### config.mk
export PLATFORM = sky130hd
export DESIGN_NAME = xmem_splitter
export DESIGN_NICKNAME = d
export VERILOG_FILES = /design/src/rtl/xmem_pkg.sv /design/src/rtl/xmem_region_decode.sv /design/src/rtl/xmem_beat_ctrl.sv /design/src/rtl/xmem_read_gather.sv /design/src/rtl/xmem_splitter.sv
export SDC_FILE = /design/constraint.sdc
export NUM_CORES = 1
export LEC_CHECK = 0
export BUFFER_PORTS_ARGS = -buffer_cell sky130_fd_sc_hd__buf_2
export CELL_PAD_IN_SITES_DETAIL_PLACEMENT = 2
export CELL_PAD_IN_SITES_GLOBAL_PLACEMENT = 2
export CORE_ASPECT_RATIO = 1.5
export CORE_MARGIN = 10
export CORE_UTILIZATION = 33
export CTS_CLUSTER_DIAMETER = 100
export DETAILED_ROUTE_END_ITERATION = 10
export GPL_TIMING_DRIVEN = 1
export HOLD_SLACK_MARGIN = 0.1
export PLACE_DENSITY = 0.83
export RECOVER_POWER = 100
export SETUP_SLACK_MARGIN = 0.2
export SKIP_LAST_GASP = 1
export SLEW_MARGIN = 20
export SYNTH_ARGS = -nofsm -noshare
export SYNTH_HDL_FRONTEND = slang
export SYNTH_SLANG_ARGS = --single-unit
### constraint.sdc
create_clock -name clk -period 5.9 [get_ports clk]
set_input_delay 0.885 -clock clk [delete_from_list [all_inputs] [get_ports clk]]
set_output_delay 0.885 -clock clk [all_outputs]
set_load 0.02 [all_outputs]
### src/rtl/xmem_pkg.sv
package xmem_pkg;
  localparam int SYS_DW    = 32;
  localparam int MEM_DW    = 16;
  localparam int ADDR_W    = 28;
  localparam int NUM_CS    = 4;
  localparam int CS_W      = $clog2(NUM_CS);
  localparam int EXT_AW    = ADDR_W - CS_W;
  localparam int MAX_BEATS = SYS_DW / 8;
  localparam int BEAT_W    = $clog2(MAX_BEATS);

  typedef enum logic [1:0] {ST_IDLE, ST_BEAT, ST_RESP} xstate_e;

  typedef struct packed {
    logic wide;
    logic bsel;
    logic wen;
  } region_cfg_t;

  // bytes carried by a request size code
  function automatic logic [BEAT_W:0] size_bytes(logic [1:0] sz);
    case (sz)
      2'd0:    return (BEAT_W+1)'(1);
      2'd1:    return (BEAT_W+1)'(2);
      default: return (BEAT_W+1)'(4);
    endcase
  endfunction

  // number of memory-wide sub-accesses for one request
  function automatic logic [BEAT_W:0] beat_count(logic [1:0] sz, logic wide);
    logic [BEAT_W:0] nb;
    nb = size_bytes(sz);
    if (!wide) return nb;
    return (nb == (BEAT_W+1)'(4)) ? (BEAT_W+1)'(2) : (BEAT_W+1)'(1);
  endfunction

  // external word address of a given beat
  function automatic logic [EXT_AW-1:0] ext_addr(logic [EXT_AW-1:0] ba, logic wide,
                                                 logic [BEAT_W-1:0] beat);
    logic [EXT_AW-1:0] base;
    base = wide ? {1'b0, ba[EXT_AW-1:1]} : ba;
    return base + EXT_AW'(beat);
  endfunction

  // active-low lane enables
  function automatic logic [1:0] lane_en_n(logic wr, logic wide, logic [1:0] sz, logic a0);
    if (!wr)       return 2'b00;
    if (!wide)     return 2'b10;
    if (sz == 2'd0) return a0 ? 2'b01 : 2'b10;
    return 2'b00;
  endfunction

  // write data placed on the memory lanes for one beat
  function automatic logic [MEM_DW-1:0] beat_wdata(logic [SYS_DW-1:0] wd, logic wide,
                                                   logic [1:0] sz, logic [BEAT_W-1:0] beat);
    logic [7:0] b;
    if (!wide || sz == 2'd0) begin
      b = wd[8*int'(beat) +: 8];
      return {b, b};
    end
    return wd[16*int'(beat[0]) +: 16];
  endfunction

  // merge one returned memory word into the response accumulator
  function automatic logic [SYS_DW-1:0] merge_beat(logic [SYS_DW-1:0] acc, logic [MEM_DW-1:0] rd,
                                                   logic wide, logic [1:0] sz, logic a0,
                                                   logic [BEAT_W-1:0] beat);
    logic [SYS_DW-1:0] r;
    r = acc;
    if (!wide)            r[8*int'(beat) +: 8] = rd[7:0];
    else if (sz == 2'd0)  r[7:0] = a0 ? rd[15:8] : rd[7:0];
    else                  r[16*int'(beat[0]) +: 16] = rd;
    return r;
  endfunction

  // writes the target device cannot take
  function automatic logic is_rejected(logic wr, logic [1:0] sz, region_cfg_t c);
    return wr && (!c.wen || (c.wide && !c.bsel && sz == 2'd0));
  endfunction
endpackage

### src/rtl/xmem_region_decode.sv
module xmem_region_decode
  import xmem_pkg::*;
(
  input  logic              active,
  input  logic [CS_W-1:0]   sel,
  output logic [NUM_CS-1:0] cs_n
);
  for (genvar g = 0; g < NUM_CS; g++) begin : g_cs
    assign cs_n[g] = ~(active && (sel == CS_W'(g)));
  end
endmodule

### src/rtl/xmem_beat_ctrl.sv
module xmem_beat_ctrl
  import xmem_pkg::*;
(
  input  logic              clk,
  input  logic              rst_n,
  input  logic              accept,
  input  logic              reject,
  input  logic [BEAT_W:0]   n_beats,
  input  logic              mem_done,
  output logic              idle,
  output logic              mem_req,
  output logic              rsp_valid,
  output logic [BEAT_W-1:0] beat,
  output logic              beat_done,
  output logic              last_done
);
  xstate_e state;

  assign idle      = (state == ST_IDLE);
  assign mem_req   = (state == ST_BEAT);
  assign rsp_valid = (state == ST_RESP);
  assign beat_done = mem_req && mem_done;
  assign last_done = beat_done && ({1'b0, beat} == n_beats - (BEAT_W+1)'(1));

  always_ff @(posedge clk or negedge rst_n) begin
    if (!rst_n) begin
      state <= ST_IDLE;
      beat  <= '0;
    end else begin
      case (state)
        ST_IDLE: if (accept) begin
          beat  <= '0;
          state <= reject ? ST_RESP : ST_BEAT;
        end
        ST_BEAT: begin
          if (last_done)      state <= ST_RESP;
          else if (beat_done) beat  <= beat + 1'b1;
        end
        default: state <= ST_IDLE;
      endcase
    end
  end

  AST_BEAT_IN_RANGE: assert property (@(posedge clk) disable iff (!rst_n)
    mem_req |-> ({1'b0, beat} < n_beats));
  AST_DONE_ENDS_BEAT: assert property (@(posedge clk) disable iff (!rst_n)
    last_done |=> !mem_req && rsp_valid);
endmodule

### src/rtl/xmem_read_gather.sv
module xmem_read_gather
  import xmem_pkg::*;
(
  input  logic              clk,
  input  logic              rst_n,
  input  logic              clear,
  input  logic              beat_done,
  input  logic [MEM_DW-1:0] rd,
  input  logic              wide,
  input  logic [1:0]        sz,
  input  logic              a0,
  input  logic [BEAT_W-1:0] beat,
  output logic [SYS_DW-1:0] acc
);
  always_ff @(posedge clk or negedge rst_n) begin
    if (!rst_n)         acc <= '0;
    else if (clear)     acc <= '0;
    else if (beat_done) acc <= merge_beat(acc, rd, wide, sz, a0, beat);
  end
endmodule

### src/rtl/xmem_splitter.sv
module xmem_splitter
  import xmem_pkg::*;
(
  input  logic        clk,
  input  logic        rst_n,
  input  logic        req_valid,
  output logic        req_ready,
  input  logic        req_write,
  input  logic [1:0]  req_size,
  input  logic [27:0] req_addr,
  input  logic [31:0] req_wdata,
  input  logic [3:0]  cfg_wide,
  input  logic [3:0]  cfg_bsel,
  input  logic [3:0]  cfg_wen,
  output logic        rsp_valid,
  output logic        rsp_err,
  output logic [31:0] rsp_rdata,
  output logic        mem_req,
  output logic        mem_write,
  output logic [3:0]  mem_cs_n,
  output logic [25:0] mem_addr,
  output logic [1:0]  mem_be_n,
  output logic [15:0] mem_wdata,
  input  logic [15:0] mem_rdata,
  input  logic        mem_done
);
  // request capture
  logic [ADDR_W-1:0] r_addr;
  logic              r_write;
  logic [1:0]        r_size;
  logic [SYS_DW-1:0] r_wdata;
  region_cfg_t       r_cfg;
  logic              r_err;

  // named internal events
  logic              accept;
  logic              reject_in;
  region_cfg_t       cfg_in;
  logic [CS_W-1:0]   sel_in;
  logic [BEAT_W-1:0] beat;
  logic              beat_done;
  logic              last_done;
  logic [BEAT_W:0]   n_beats;
  logic [SYS_DW-1:0] gathered;

  assign sel_in    = req_addr[ADDR_W-1 -: CS_W];
  assign cfg_in    = '{wide: cfg_wide[sel_in], bsel: cfg_bsel[sel_in], wen: cfg_wen[sel_in]};
  assign reject_in = is_rejected(req_write, req_size, cfg_in);
  assign accept    = req_valid && req_ready;
  assign n_beats   = beat_count(r_size, r_cfg.wide);

  always_ff @(posedge clk or negedge rst_n) begin
    if (!rst_n) begin
      r_addr  <= '0;
      r_write <= 1'b0;
      r_size  <= 2'd0;
      r_wdata <= '0;
      r_cfg   <= '0;
      r_err   <= 1'b0;
    end else if (accept) begin
      r_addr  <= req_addr;
      r_write <= req_write;
      r_size  <= req_size;
      r_wdata <= req_wdata;
      r_cfg   <= cfg_in;
      r_err   <= reject_in;
    end
  end

  xmem_beat_ctrl u_ctrl (
    .clk       (clk),
    .rst_n     (rst_n),
    .accept    (accept),
    .reject    (reject_in),
    .n_beats   (n_beats),
    .mem_done  (mem_done),
    .idle      (req_ready),
    .mem_req   (mem_req),
    .rsp_valid (rsp_valid),
    .beat      (beat),
    .beat_done (beat_done),
    .last_done (last_done)
  );

  xmem_region_decode u_dec (
    .active (mem_req),
    .sel    (r_addr[ADDR_W-1 -: CS_W]),
    .cs_n   (mem_cs_n)
  );

  xmem_read_gather u_gather (
    .clk       (clk),
    .rst_n     (rst_n),
    .clear     (accept),
    .beat_done (beat_done && !r_write),
    .rd        (mem_rdata),
    .wide      (r_cfg.wide),
    .sz        (r_size),
    .a0        (r_addr[0]),
    .beat      (beat),
    .acc       (gathered)
  );

  assign mem_write = mem_req && r_write;
  assign mem_addr  = ext_addr(r_addr[EXT_AW-1:0], r_cfg.wide, beat);
  assign mem_be_n  = mem_req ? lane_en_n(r_write, r_cfg.wide, r_size, r_addr[0]) : 2'b11;
  assign mem_wdata = beat_wdata(r_wdata, r_cfg.wide, r_size, beat);
  assign rsp_err   = rsp_valid && r_err;
  assign rsp_rdata = (rsp_valid && !r_err && !r_write) ? gathered : '0;

  AST_CS_SINGLE_LOW: assert property (@(posedge clk) disable iff (!rst_n)
    mem_req |-> $countones(~mem_cs_n) == 1);
  AST_CS_IDLE_HIGH: assert property (@(posedge clk) disable iff (!rst_n)
    !mem_req |-> mem_cs_n == 4'hF);
  AST_READ_ALL_LANES: assert property (@(posedge clk) disable iff (!rst_n)
    (mem_req && !mem_write) |-> mem_be_n == 2'b00);
  AST_NOBSEL_FULL_LANES: assert property (@(posedge clk) disable iff (!rst_n)
    (mem_write && r_cfg.wide && !r_cfg.bsel) |-> mem_be_n == 2'b00);
  AST_WRITE_NEEDS_WEN: assert property (@(posedge clk) disable iff (!rst_n)
    mem_write |-> r_cfg.wen);
  AST_HOLD_UNTIL_DONE: assert property (@(posedge clk) disable iff (!rst_n)
    (mem_req && !mem_done) |=> mem_req && $stable(mem_addr) && $stable(mem_cs_n)
                               && $stable(mem_be_n) && $stable(mem_wdata));
  AST_RSP_ONE_CYCLE: assert property (@(posedge clk) disable iff (!rst_n)
    rsp_valid |=> !rsp_valid && req_ready);
  AST_ERR_NO_ACCESS: assert property (@(posedge clk) disable iff (!rst_n)
    (accept && reject_in) |=> !mem_req && rsp_valid && rsp_err);
endmodule

After elaboration in Yosys (flattened, before gate mapping)
Cells that the tools add are included.
{"block": "totals", "ff_bits": 101, "in_bits": 95, "output_inout_bits": 85, "wordCells": 113}
{"block": "classes", "addsub": 5, "magnitude_cmp": 1, "n_eq_ne": 13, "shifts": 6, "muxes": 43, "n_bitwise": 4, "reduce_logical": 31}
{"cell": "32-bit two-way mux", "n": 4}
{"cell": "5-bit negator with 33-bit output", "n": 2}
{"cell": "32-bit bitwise mux", "n": 2}
{"cell": "16-bit by 33-bit variable shift with 32-bit output (first input constant)", "n": 1}
{"cell": "8-bit by 33-bit variable shift with 32-bit output (first input constant)", "n": 1}
{"cell": "16-bit by 33-bit variable part select with 32-bit output", "n": 1}
{"cell": "8-bit by 33-bit variable part select with 32-bit output", "n": 1}
{"cell": "16-bit two-way mux", "n": 2}
{"cell": "32-bit by 6-bit variable part select with 16-bit output", "n": 1}
{"cell": "32-bit by 6-bit variable part select with 8-bit output", "n": 1}
{"cell": "2-bit two-way mux", "n": 15}
{"cell": "26-bit by 2-bit adder with 26-bit output", "n": 1}
{"cell": "26-bit two-way mux", "n": 1}
{"cell": "24-bit two-way mux", "n": 1}
{"cell": "8-bit two-way mux", "n": 2}
{"cell": "1-bit logical AND", "n": 15}
{"cell": "1-bit two-way mux", "n": 9}
{"cell": "2-bit zero test", "n": 4}
{"cell": "2-bit one-hot mux with 2 select lines", "n": 2}
{"cell": "1-bit binary-select mux with 2-bit select", "n": 3}
{"cell": "2-bit by 1-bit equality test with 1-bit output (second input constant)", "n": 3}
{"cell": "2-bit equality test (second input constant)", "n": 3}
{"cell": "2-bit by 1-bit inequality test with 1-bit output (second input constant)", "n": 3}
{"cell": "3-bit one-hot mux with 2 select lines", "n": 1}
{"cell": "other kinds (14)", "n": 24}

Depth between registers and ports, before layout
Gate-level depths: netlist of the first run.
{"block": "logic_depth", "word_depth": 10, "mapped_depth": 12, "mapped_depth_nobuf": 8}

Modules after synthesis
A second synthesis of the first run with hierarchy kept.
{"block": "unflattened", "cells_unflattened": 641, "area_unflattened_um2": 6626.4}
{"mod": "xmem_splitter", "n_inst": 1, "cells_each": 413, "area_per_inst_um2": 4395.5, "seq_area_each_um2": 1626.6}
{"mod": "xmem_read_gather", "n_inst": 1, "cells_each": 191, "area_per_inst_um2": 1921.8, "seq_area_each_um2": 800.8}
{"mod": "xmem_beat_ctrl", "n_inst": 1, "cells_each": 33, "area_per_inst_um2": 280.3, "seq_area_each_um2": 100.1}
{"mod": "xmem_region_decode", "n_inst": 1, "cells_each": 4, "area_per_inst_um2": 28.8, "seq_area_each_um2": 0.0}

Least setup slack after synthesis of the first run
OpenSTA, ideal clock, no wires.
{"block": "synth_timing", "path_type": "reg2out", "startpoint": "register r_cfg[2] (netlist name)", "endpoint": "output mem_addr[8]", "arrival_ns": 3.301, "t_required_ns": 5.015, "slack_ns": 1.714, "path_stages_with_launch": 13, "path_buffers": 4, "path_cell_list": "dfrtp_1 buf_6 buf_2 buf_2 buf_2 mux2_2 ha_1 fa_1 and4_1 and2_1 and3_1 xnor2_1 mux2i_1"}
{"block": "synth_between", "elab_chain_len": 2}
{"element": "start, declared", "line": "xmem_splitter.sv:32", "rtl": "region_cfg_t r_cfg;"}
{"element": "start signal, assigned", "line": "xmem_splitter.sv:65", "rtl": "r_cfg <= cfg_in;"}
{"element": "26-bit two-way mux", "line": "xmem_pkg.sv:40", "rtl": "base = wide ? {1'b0, ba[EXT_AW-1:1]} : ba;"}
{"element": "26-bit by 2-bit adder with 26-bit output", "line": "xmem_pkg.sv:41", "rtl": "return base + EXT_AW'(beat);"}
{"element": "end, declared", "line": "xmem_splitter.sv:21", "rtl": "output logic [25:0] mem_addr,"}
No other way between the ends.

Worst setup path in the final report of the first run
{"block": "layout_timing", "startpoint": "register r_cfg[2] (netlist name)", "endpoint": "output mem_addr[19]"}
Same word-level chain as after synthesis.

==> results of run 1 <==
## critical path, stage by stage (launching register included)
cell      delay, ns
dfrtp_1        0.63
buf_4          0.50
mux2_1         0.41
ha_1           0.31
a21oi_1        0.09
nor2_1         0.50
and3_1         0.43
nand4_1        0.15
o211ai_1       0.18
clkbuf_1       0.28
## where the power goes
| group | internal, mW | total (mW) | switching [mW] |
|---|---|---|---|
| clock network | 0.306 | 0.606 | 0.300 |
| registers | 1.00 | 1.39 | 0.383 |
| logic | 0.811 | 2.35 | 1.54 |
## kinds of logic after synthesis
family          Yosys count
buf+inv                  62
compound gates          120
simple gates            390
fa+ha+maj                 8
xor+xnor                 36
flops                   101
mux                      53
## per-layer routing
layer | track usage, % | wire length, um | vias to the layer above
li1 | - | - | 2889
met3 | 3.757 | 884 | 27
met1 | 19.76 | 9049 | 3095
met2 | 33.78 | 12930 | 134
met4 | 6.213 | 480 | 0
met5 | 0 | 0 | -
## registers in the layout, summed over array words and instances (netlist names)
register	count
r_addr	28
u_ctrl.state	2
r_write	1
r_size	2
u_ctrl.beat	2
r_cfg	1
u_gather.acc	32
r_wdata	32
r_err	1
## final timing paths
path / start / to / slack, ns / depth (start not counted)
setup / recovery: r_cfg[2] / mem_addr[19] / 1.16 / 9
hold / removal: u_gather.acc[7] / u_gather.acc[7] / 0.47 / 2
setup reg to reg: u_ctrl.beat[0] / u_gather.acc[3] / 2.61 / 7
hold reg to reg: u_gather.acc[7] / u_gather.acc[7] / 0.47 / 2
max in group asynchronous: rst_n / u_ctrl.beat[0] / 1.45 / 2
min in group asynchronous: rst_n / r_addr[21] / 1.94 / 1
## final cells by class
cell class / instances / area (um^2) / share of cell area (%)
clock buffer: 10 / 239.0 / 3.114
multi-input combinational: 607 / 3643 / 47.47
clock inverter: 6 / 53.80 / 0.7010
timing repair buffer: 186 / 855.8 / 11.15
inverter: 9 / 33.78 / 0.4402
sequential: 101 / 2529 / 32.95
tap: 256 / 320.3 / 4.173
## cell usage after synthesis (3+ instances only)
library cell,number
dfrtp_1,101
and3_1,7
buf_1,3
xor2_1,21
a21o_1,4
nand2b_1,3
nand2_1,252
nand4_1,15
nor3b_1,5
and2_1,39
nor2_1,27
ha_1,7
buf_6,4
nor4_1,3
a21oi_1,28
nand3_1,13
inv_1,9
mux4_2,11
xnor2_1,15
o21ai_0,8
a211o_1,4
o21ai_1,36
mux2i_1,32
o21ai_2,3
buf_2,19
mux2_2,7
a22oi_1,22
nor2b_1,5
clkbuf_1,27
## per-stage QoR
| step | std cells | util [%] |
|---|---|---|
| 4_1_cts | 1175 | 40.53 |
| 3_3_place_gp | 1159 | 39.01 |
| 5_1_grt | 1175 | 39.89 |
| 3_5_place_dp | 1159 | 39.01 |
| 6_report | 1175 | 39.89 |
| 2_1_floorplan | 770 | - |
==> flow_summary.toml, run 1 <==
[route]
viasPerCell = 5.230
vias = 6145
detail_route.wl_per_cell_um = 19.87
drt_iter0_markers = 315
routed_wl_um = 23350
dr.pass1.iters = 5
drtAntennaViolNets = 0
drcViolationCount = 0

[yosys]
async_flop_share_pct = 100.0
synth_top_area_cell = "dfrtp_1"
syn-cell-area_um2 = 6474
synthTopCellsByArea = "dfrtp_1 (39%), nand2_1 (15%), mux2i_1 (4.9%), mux4_2 (3.8%), and2_1 (3.8%)"
muxShareOfSynthArea_pct = 10.63
syn_inst = 770
synth-edff-count = 0
synth_top_area_share_pct = 39.04
synthSimpleGateAreaFrac_pct = 27.75
synth_cell_types = 61
synth-main-ff-cell = "dfrtp_1"
synth-adder-area-share_pct = 1.662
avgSynthCellArea_um2 = 8.407
synth_top_family_by_area = "simple AND/OR/NAND/NOR gates"
synth_compound_area_share_pct = 11.62
syn-num-nets = 873
synth_xor_area_share_pct = 4.871
ys_seq_area_share_pct = 39.04
synth_seq_cells = 101
synth-warning-count = 0

[placed_design]
hpwl_um = 17890
place_area_um2 = 7505
gp_congestion = 0.7854
portBuffers = 179
pre_cts_slack_ns = 1.815

[clock_network]
ctsResizeCount = 0
cts_tree = "built"
hold_buffers = 0
clk-insertion-delay-late_ns = 0.36
cts_max_level = 3
clockBufferDepth = 2
post_cts_buffers = 0
cts.sinks = 101
numCtsBuffers = 9
cts_root_buf = "clkbuf_16"
clk_pin_slew_ns = 0.08

[floorplanning]
core_um2 = 19240
initial_core_util_pct = 33.65
io_pins = 180
die_w_um = 134.4
dieHeight_um = 191.5
dieArea_um2 = 25740
rows = 62

[timing]
min_period_over_period_pct = 80.32
period_needed_ns = 4.739
tightestPinTransition_ns = 4.078
skew_ns = 0.009504
slew-limit-headroom_pct = -171.9
drv_slew = 121
tns_ns = 0
rsz0062_at_grt = "no"
setup_viol = 0
fmax_mhz = 211.0
worst_slack_ns = 1.161
hold_viol = 0
whs_ns = 0.4740

[final_layout]
stdcell_area_um2 = 7675
fillers = 2364
area_growth_syn_to_layout_pct = 18.55
n_antenna_cell = 0
drive_gt1_share_pct = 18.06
mostFrequentLayoutCell = "nand2_1"
mostFrequentLayoutCells = "nand2_1 (252), buf_2 (116), dfrtp_1 (100), clkbuf_1 (66), o21ai_0 (40)"
nets = 1017

[setup_path]
start_kind = "flip-flop"
worstSetupPathType = "flip-flop to output pin"
cp.required_ns = 5.02
crit_path_end_kind = "output pin"
cp_max_fo = 37
arrival_ns = 3.85

[global_route]
grt_pass1_vias = 6890
grt_use_total_pct = 18.14
grt_overflow = 0
antenna_found_initial = 0
grt_pass1_wl_um = 37330
grt_max_degree = 71

[flow_run]
timing.max_cap.violations = 2

[min_path]
hold_path_class = "flip-flop to flip-flop"

[power_and_ir_drop]
p_per_area_nw_per_um2 = 565.6
ir_drop_v = 0.0002528
finalPower_mw = 4.341
power.leakage_nw = 3.573

[outcome]
outcome = "finished with violations"
failed_checks = "max-capacitance violations, max-slew violations"
Power figures use the tool's default switching activity.
==> inputs of run 2 (changes only) <==
- CORE_UTILIZATION: 33 -> 28
- PLACE_DENSITY: 0.83 -> 0.75
- clock period: 5.9 -> 4.2 ns (I/O delays scaled with it)
==> run 2 against run 1 <==
  * Combinational power increased by 42%
  * Register-to-register slack got worse by 1.8 ns
  * Largest power group unchanged
  * Global-route usage decreased by 2.6 points
  * Clock power increased by 37%
  * Flip-flop and latch count unchanged
  * Wire length decreased by 0.85%
  * Sequential power increased by 38%
  * Highest routed layer unchanged
  * Design area increased by 0.64%
  * First-iteration DRC count decreased by 26%
  * Utilization decreased by 6.1 points
  * The run still ends with max-capacitance violations, max-slew violations left
  * Via count decreased by 1.7%
==> flow_summary.toml, run 2 (synthesis results as in run 1) <==
[outcome]
outcome = "finished with violations"
failed_checks = "max-capacitance violations, max-slew violations"

[timing]
whs_ns = 0.4574
rsz0062_at_grt = "no"
fmax_mhz = 262.8
tns_ns = 0
drv_slew = 57
setup_viol = 0
slew-limit-headroom_pct = -116.5
hold_viol = 0
period_needed_ns = 3.805
min_period_over_period_pct = 90.60
worst_slack_ns = 0.3946
tightestPinTransition_ns = 3.247
skew_ns = 0.01202

[placed_design]
hpwl_um = 18080
dp_cells = 1187
portBuffers = 179
place_area_um2 = 7565
gp_congestion = 0.7394
pre_cts_slack_ns = 0.8598

[clock_network]
cts_root_buf = "clkbuf_16"
clk_pin_slew_ns = 0.08
cts.sinks = 101
hold_buffers = 0
clk-insertion-delay-late_ns = 0.36
post_cts_buffers = 0
cts_max_level = 3
ctsResizeCount = 0
numCtsBuffers = 9
cts_tree = "built"
clockBufferDepth = 2

[route]
vias = 6041
drcViolationCount = 0
detail_route.wl_per_cell_um = 19.23
drt_iter0_markers = 232
viasPerCell = 5.017
routed_wl_um = 23150
dr.pass1.iters = 4
drtAntennaViolNets = 0

[global_route]
grt_pass1_vias = 6663
grt_max_degree = 57
grt_use_total_pct = 15.58
grt.met2_usage_pct = 29.27
grtUsageMet3_pct = 2.943
use_met1_pct = 17.19
grt_pass1_wl_um = 36530
grt_overflow = 0
antenna_found_initial = 2
top_usage_layer = "met2"

[floorplanning]
rows = 68
io_pins = 180
die_w_um = 144.2
initial_core_util_pct = 28.29
dieHeight_um = 206.2
core_um2 = 22890
dieArea_um2 = 29730

[setup_path]
reg2reg_to = "u_gather.acc[5]"
start_kind = "flip-flop"
cp.required_ns = 3.57
arrival_ns = 3.18
rrSetupSlack_ns = 0.84
r2r_start = "u_ctrl.beat[0]"
cp_max_fo = 16
reg2regPathDepth = 8
worstSetupPathType = "flip-flop to output pin"
crit_path_end_kind = "output pin"

[final_layout]
mostFrequentLayoutCells = "nand2_1 (252), buf_2 (115), dfrtp_1 (99), clkbuf_1 (66), o21ai_0 (38)"
nets = 1021
mostFrequentLayoutCell = "nand2_1"
top_regs = "r_wdata x32, u_gather.acc x32, r_addr x28"
drive_gt1_share_pct = 18.33
multiInputGateArea_um2 = 3643
stdcell_area_um2 = 7724
fin_util_pct = 33.75
fillers = 2720
area_growth_syn_to_layout_pct = 19.31
final_cells = 1204
final-seq-area_um2 = 2530

[power_and_ir_drop]
power.leakage_nw = 3.584
ir_drop_v = 0.0003316
p_per_area_nw_per_um2 = 787.4
finalPower_mw = 6.081

[flow_run]
timing.max_cap.violations = 1

[min_path]
hold_path_class = "primary input to flip-flop"
whs_path_depth = 3
min_from = "req_wdata[6]"
worstHoldEndpoint = "r_wdata[6]"
## run 2: worst max-delay path, stage by stage, from the launching register on
cell	delay, ns
dfrtp_2	0.53
mux2_1	0.40
ha_1	0.31
a21oi_1	0.08
nor3b_1	0.67
nand4_1	0.19
xor2_1	0.18
mux2i_1	0.19
clkbuf_1	0.26
## run 2: area by class of cell
type	instances	share of cell area, %
multi-input cells	607	47.17
flip-flops and latches	101	32.76
repair buffers	190	11.40
well taps	280	4.536
clock buffers	9	2.916
clock inverters	6	0.7128
inverters	9	0.4374
diodes	2	0.06480
## run 2: worst max-delay path by stage
stage	from	to	slack [ns]
6_report	r_cfg[2]	mem_addr[9]	0.39
5_1_grt	r_cfg[2]	mem_addr[9]	0.13
4_1_cts	r_cfg[2]	mem_addr[8]	0.46
3_5_place_dp	r_cfg[2]	mem_addr[8]	0.86
3_3_place_gp	r_cfg[2]	mem_addr[8]	0.90
2_1_floorplan	r_cfg[2]	mem_addr[8]	0.27
## run 2: report_power, final
group	switching, mW	total (mW)	internal, mW
clock	0.418	0.831	0.413
sequential	0.508	1.92	1.41
combinational	2.17	3.33	1.15
total	3.10	6.08	2.98
## run 2: routing by layer
| layer | routed length, um | part of all wire (%) |
|---|---|---|
| met5 | 0 | 0 |
| met4 | 299 | 1.3 |
| met3 | 870 | 3.8 |
| met2 | 12850 | 56 |
| met1 | 9126 | 39 |
==> inputs of run 3 (changes only) <==
- CORE_UTILIZATION: 28 -> 30
- SYNTH_HIERARCHICAL: not set -> 1
==> run 3 against run 2 <==
  * The flow still finishes with violations (max-capacitance violations, max-slew violations)
  * Utilization up 2.8 points
  * Cell count fell by 11%
  * Design area grew 2.8%
  * Highest routed layer is now met5
  * Sequential power barely moved
  * Flip-flop and latch count unchanged
  * Sequential share of layout area is 0.89 points lower
  * Combinational power rose by 19%
  * Register-to-register slack got worse by 0.23 ns
  * Count of clock-buffer cells in the layout did not move
  * First-iteration DRC count unchanged
  * Clock skew down 0.0024 ns
==> flow_summary.toml, run 3 <==
[placed_design]
dp_cells = 1060
pre_cts_slack_ns = 0.7597
place_area_um2 = 7757
gp_congestion = 0.8061
portBuffers = 179
hpwl_um = 17470

[timing]
fmax_mhz = 261.9
skew_ns = 0.009644
slew-limit-headroom_pct = -48.65
worst_slack_ns = 0.3812
hold_viol = 0
setup_viol = 0
period_needed_ns = 3.819
min_period_over_period_pct = 90.92
tightestPinTransition_ns = 2.230
drv_slew = 41
rsz0062_at_grt = "no"
tns_ns = 0
whs_ns = 0.4691

[setup_path]
crit_path_end_kind = "output pin"
rrSetupSlack_ns = 0.61
cpMaxStageDelayCell = "nor4b_4"
crit_chain = "mux2_2, ha_1, a21oi_1, nor4b_4, and2_0, a311oi_1, a311oi_1, clkbuf_1"
cp_max_fo = 8
crit_start = "r_cfg[2]"
cp-endpoint = "mem_addr[23]"
worstSetupPathType = "flip-flop to output pin"
critPathMostFrequentCell = "a311oi_1"
cp.required_ns = 3.57
reg2regPathDepth = 7
start_kind = "flip-flop"
arrival_ns = 3.19
r2r_start = "u_ctrl/state[0]"
reg2reg_to = "u_ctrl/beat[0]"
critPathMaxStageDelay_ns = 0.54

[floorplanning]
initial_core_util_pct = 30.51
core_um2 = 21720
dieHeight_um = 202.0
dieArea_um2 = 28550
die_w_um = 141.3
io_pins = 180
rows = 66

[final_layout]
top_regs = "r_wdata x32, u_gather/acc x32, r_addr x28"
final_cells = 1077
fin_util_pct = 36.56
mostFrequentLayoutCells = "buf_2 (120), dfrtp_1 (99), mux2_2 (79), clkbuf_1 (64), mux2i_1 (44)"
area_growth_syn_to_layout_pct = 19.83
drive_gt1_share_pct = 31.22
nets = 903
stdcell_area_um2 = 7940
mostFrequentLayoutCell = "buf_2"

[power_and_ir_drop]
seqPwrFrac_pct = 28.6
finalPower_mw = 6.763
p_int_mw = 3.423
switchingPower_mw = 3.339
pwr-share-clk_pct = 12.7
switching_share_pct = 49.38
combPwrFrac_pct = 58.6
p_per_area_nw_per_um2 = 851.7
power.leakage_nw = 3.378
ir_drop_v = 0.0003765

[clock_network]
post_cts_buffers = 0
cts_root_buf = "clkbuf_16"
ctsResizeCount = 0
clk_pin_slew_ns = 0.07
hold_buffers = 0
numCtsBuffers = 9
cts_tree = "built"
cts_max_level = 3
clk-insertion-delay-late_ns = 0.36
cts.sinks = 101
clockBufferDepth = 2

[global_route]
grt_max_degree = 64
antenna_found_initial = 1
grt_overflow = 0
grt_pass1_wl_um = 35750
grt_pass1_vias = 6364
grt_use_total_pct = 15.65

[route]
dr.pass1.iters = 4
vias = 5664
drt_iter0_markers = 232
detail_route.wl_per_cell_um = 20.83
routed_wl_um = 22430
viasPerCell = 5.259
drtAntennaViolNets = 0
drcViolationCount = 0

[outcome]
failed_checks = "max-capacitance violations, max-slew violations"
outcome = "finished with violations"

[yosys]
synth_top_area_share_pct = 38.14
synth_common_cells = "dfrtp_1 (101), mux2_2 (79), mux2i_1 (44)"
ys_seq_area_share_pct = 38.14
synth-edff-count = 0
syn-cell-area_um2 = 6626
async_flop_share_pct = 100.0
synth-main-ff-cell = "dfrtp_1"
synth-warning-count = 6
synthTopCellsByArea = "dfrtp_1 (38%), mux2_2 (13%), mux2i_1 (6.6%), mux4_2 (3.7%), and2_1 (3.6%)"
avgSynthCellArea_um2 = 10.34
synth_top_area_cell = "dfrtp_1"
synth_seq_cells = 101
syn-num-nets = 745
synth_cell_types = 69
yosys.cell_count.top_type = "dfrtp_1"
syn_inst = 641

[flow_run]
timing.max_cap.violations = 1

[min_path]
hold_path_class = "primary input to flip-flop"
## run 3: logic make-up after synthesis
group | Yosys count | share of synthesized area (%)
buffers and inverters | 76 | 5.041
AO/OA/AOI/OAI | 118 | 12.25
adder cells (fa/ha/maj) | 9 | 1.813
flip-flops | 101 | 38.14
AND/OR/NAND/NOR | 172 | 14.77
XOR/XNOR | 30 | 3.965
multiplexers | 135 | 24.02
## run 3: worst min path at each step
| stage | start | slack (ns) | cells past startpoint | end |
|---|---|---|---|---|
| 6_report | req_addr[24] | 0.47 | 3 | r_addr[24] |
| 5_1_grt | req_wdata[15] | 0.48 | 2 | r_wdata[15] |
| 4_1_cts | rst_n | 0.26 | 1 | u_gather/acc[14] |
| 3_5_place_dp | u_gather/acc[19] | 0.49 | 1 | u_gather/acc[19] |
| 3_3_place_gp | u_gather/acc[0] | 0.48 | 1 | u_gather/acc[0] |
| 2_1_floorplan | rst_n | 0.33 | 0 | r_addr[0] |
## run 3: layout make-up
| class | instances | area [um^2] |
|---|---|---|
| fillers | 2452 | 13780 |
| diodes | 1 | 2.502 |
| inverters | 30 | 113.9 |
| multi-input cells | 464 | 3747 |
| well taps | 272 | 340.3 |
| clock buffers | 9 | 225.2 |
| clock inverters | 7 | 77.57 |
| repair buffers | 193 | 903.4 |
| flip-flops and latches | 101 | 2530 |
## run 3: power by group through the flow
stage               registers [mW]  clock network [mW]  logic (mW)
floorplan                     1.73                   0        3.06
global placement              1.94                   0        4.06
detailed placement            1.97                   0        4.16
CTS                           1.95               0.895        4.18
global route                  2.04               0.936        4.36
finish                        1.94               0.861        3.97
## run 3: layer usage
layer,share of wire (%),vias up,track usage (%)
li1,-,2648,-
met1,37,2854,16.71
met2,55,136,28.84
met3,6.1,24,4.505
met4,2.1,2,4.438
met5,0.053,-,0
## run 3: critical path: cells and delay by family, from the launching register on
family | cells | cell delay (ns)
and+or+nand+nor | 2 | 0.94
AOI/OAI and AO/OA | 3 | 0.55
DFF | 1 | 0.39
muxes | 1 | 0.37
adders and majority gates | 1 | 0.29
buffers and inverters | 1 | 0.29
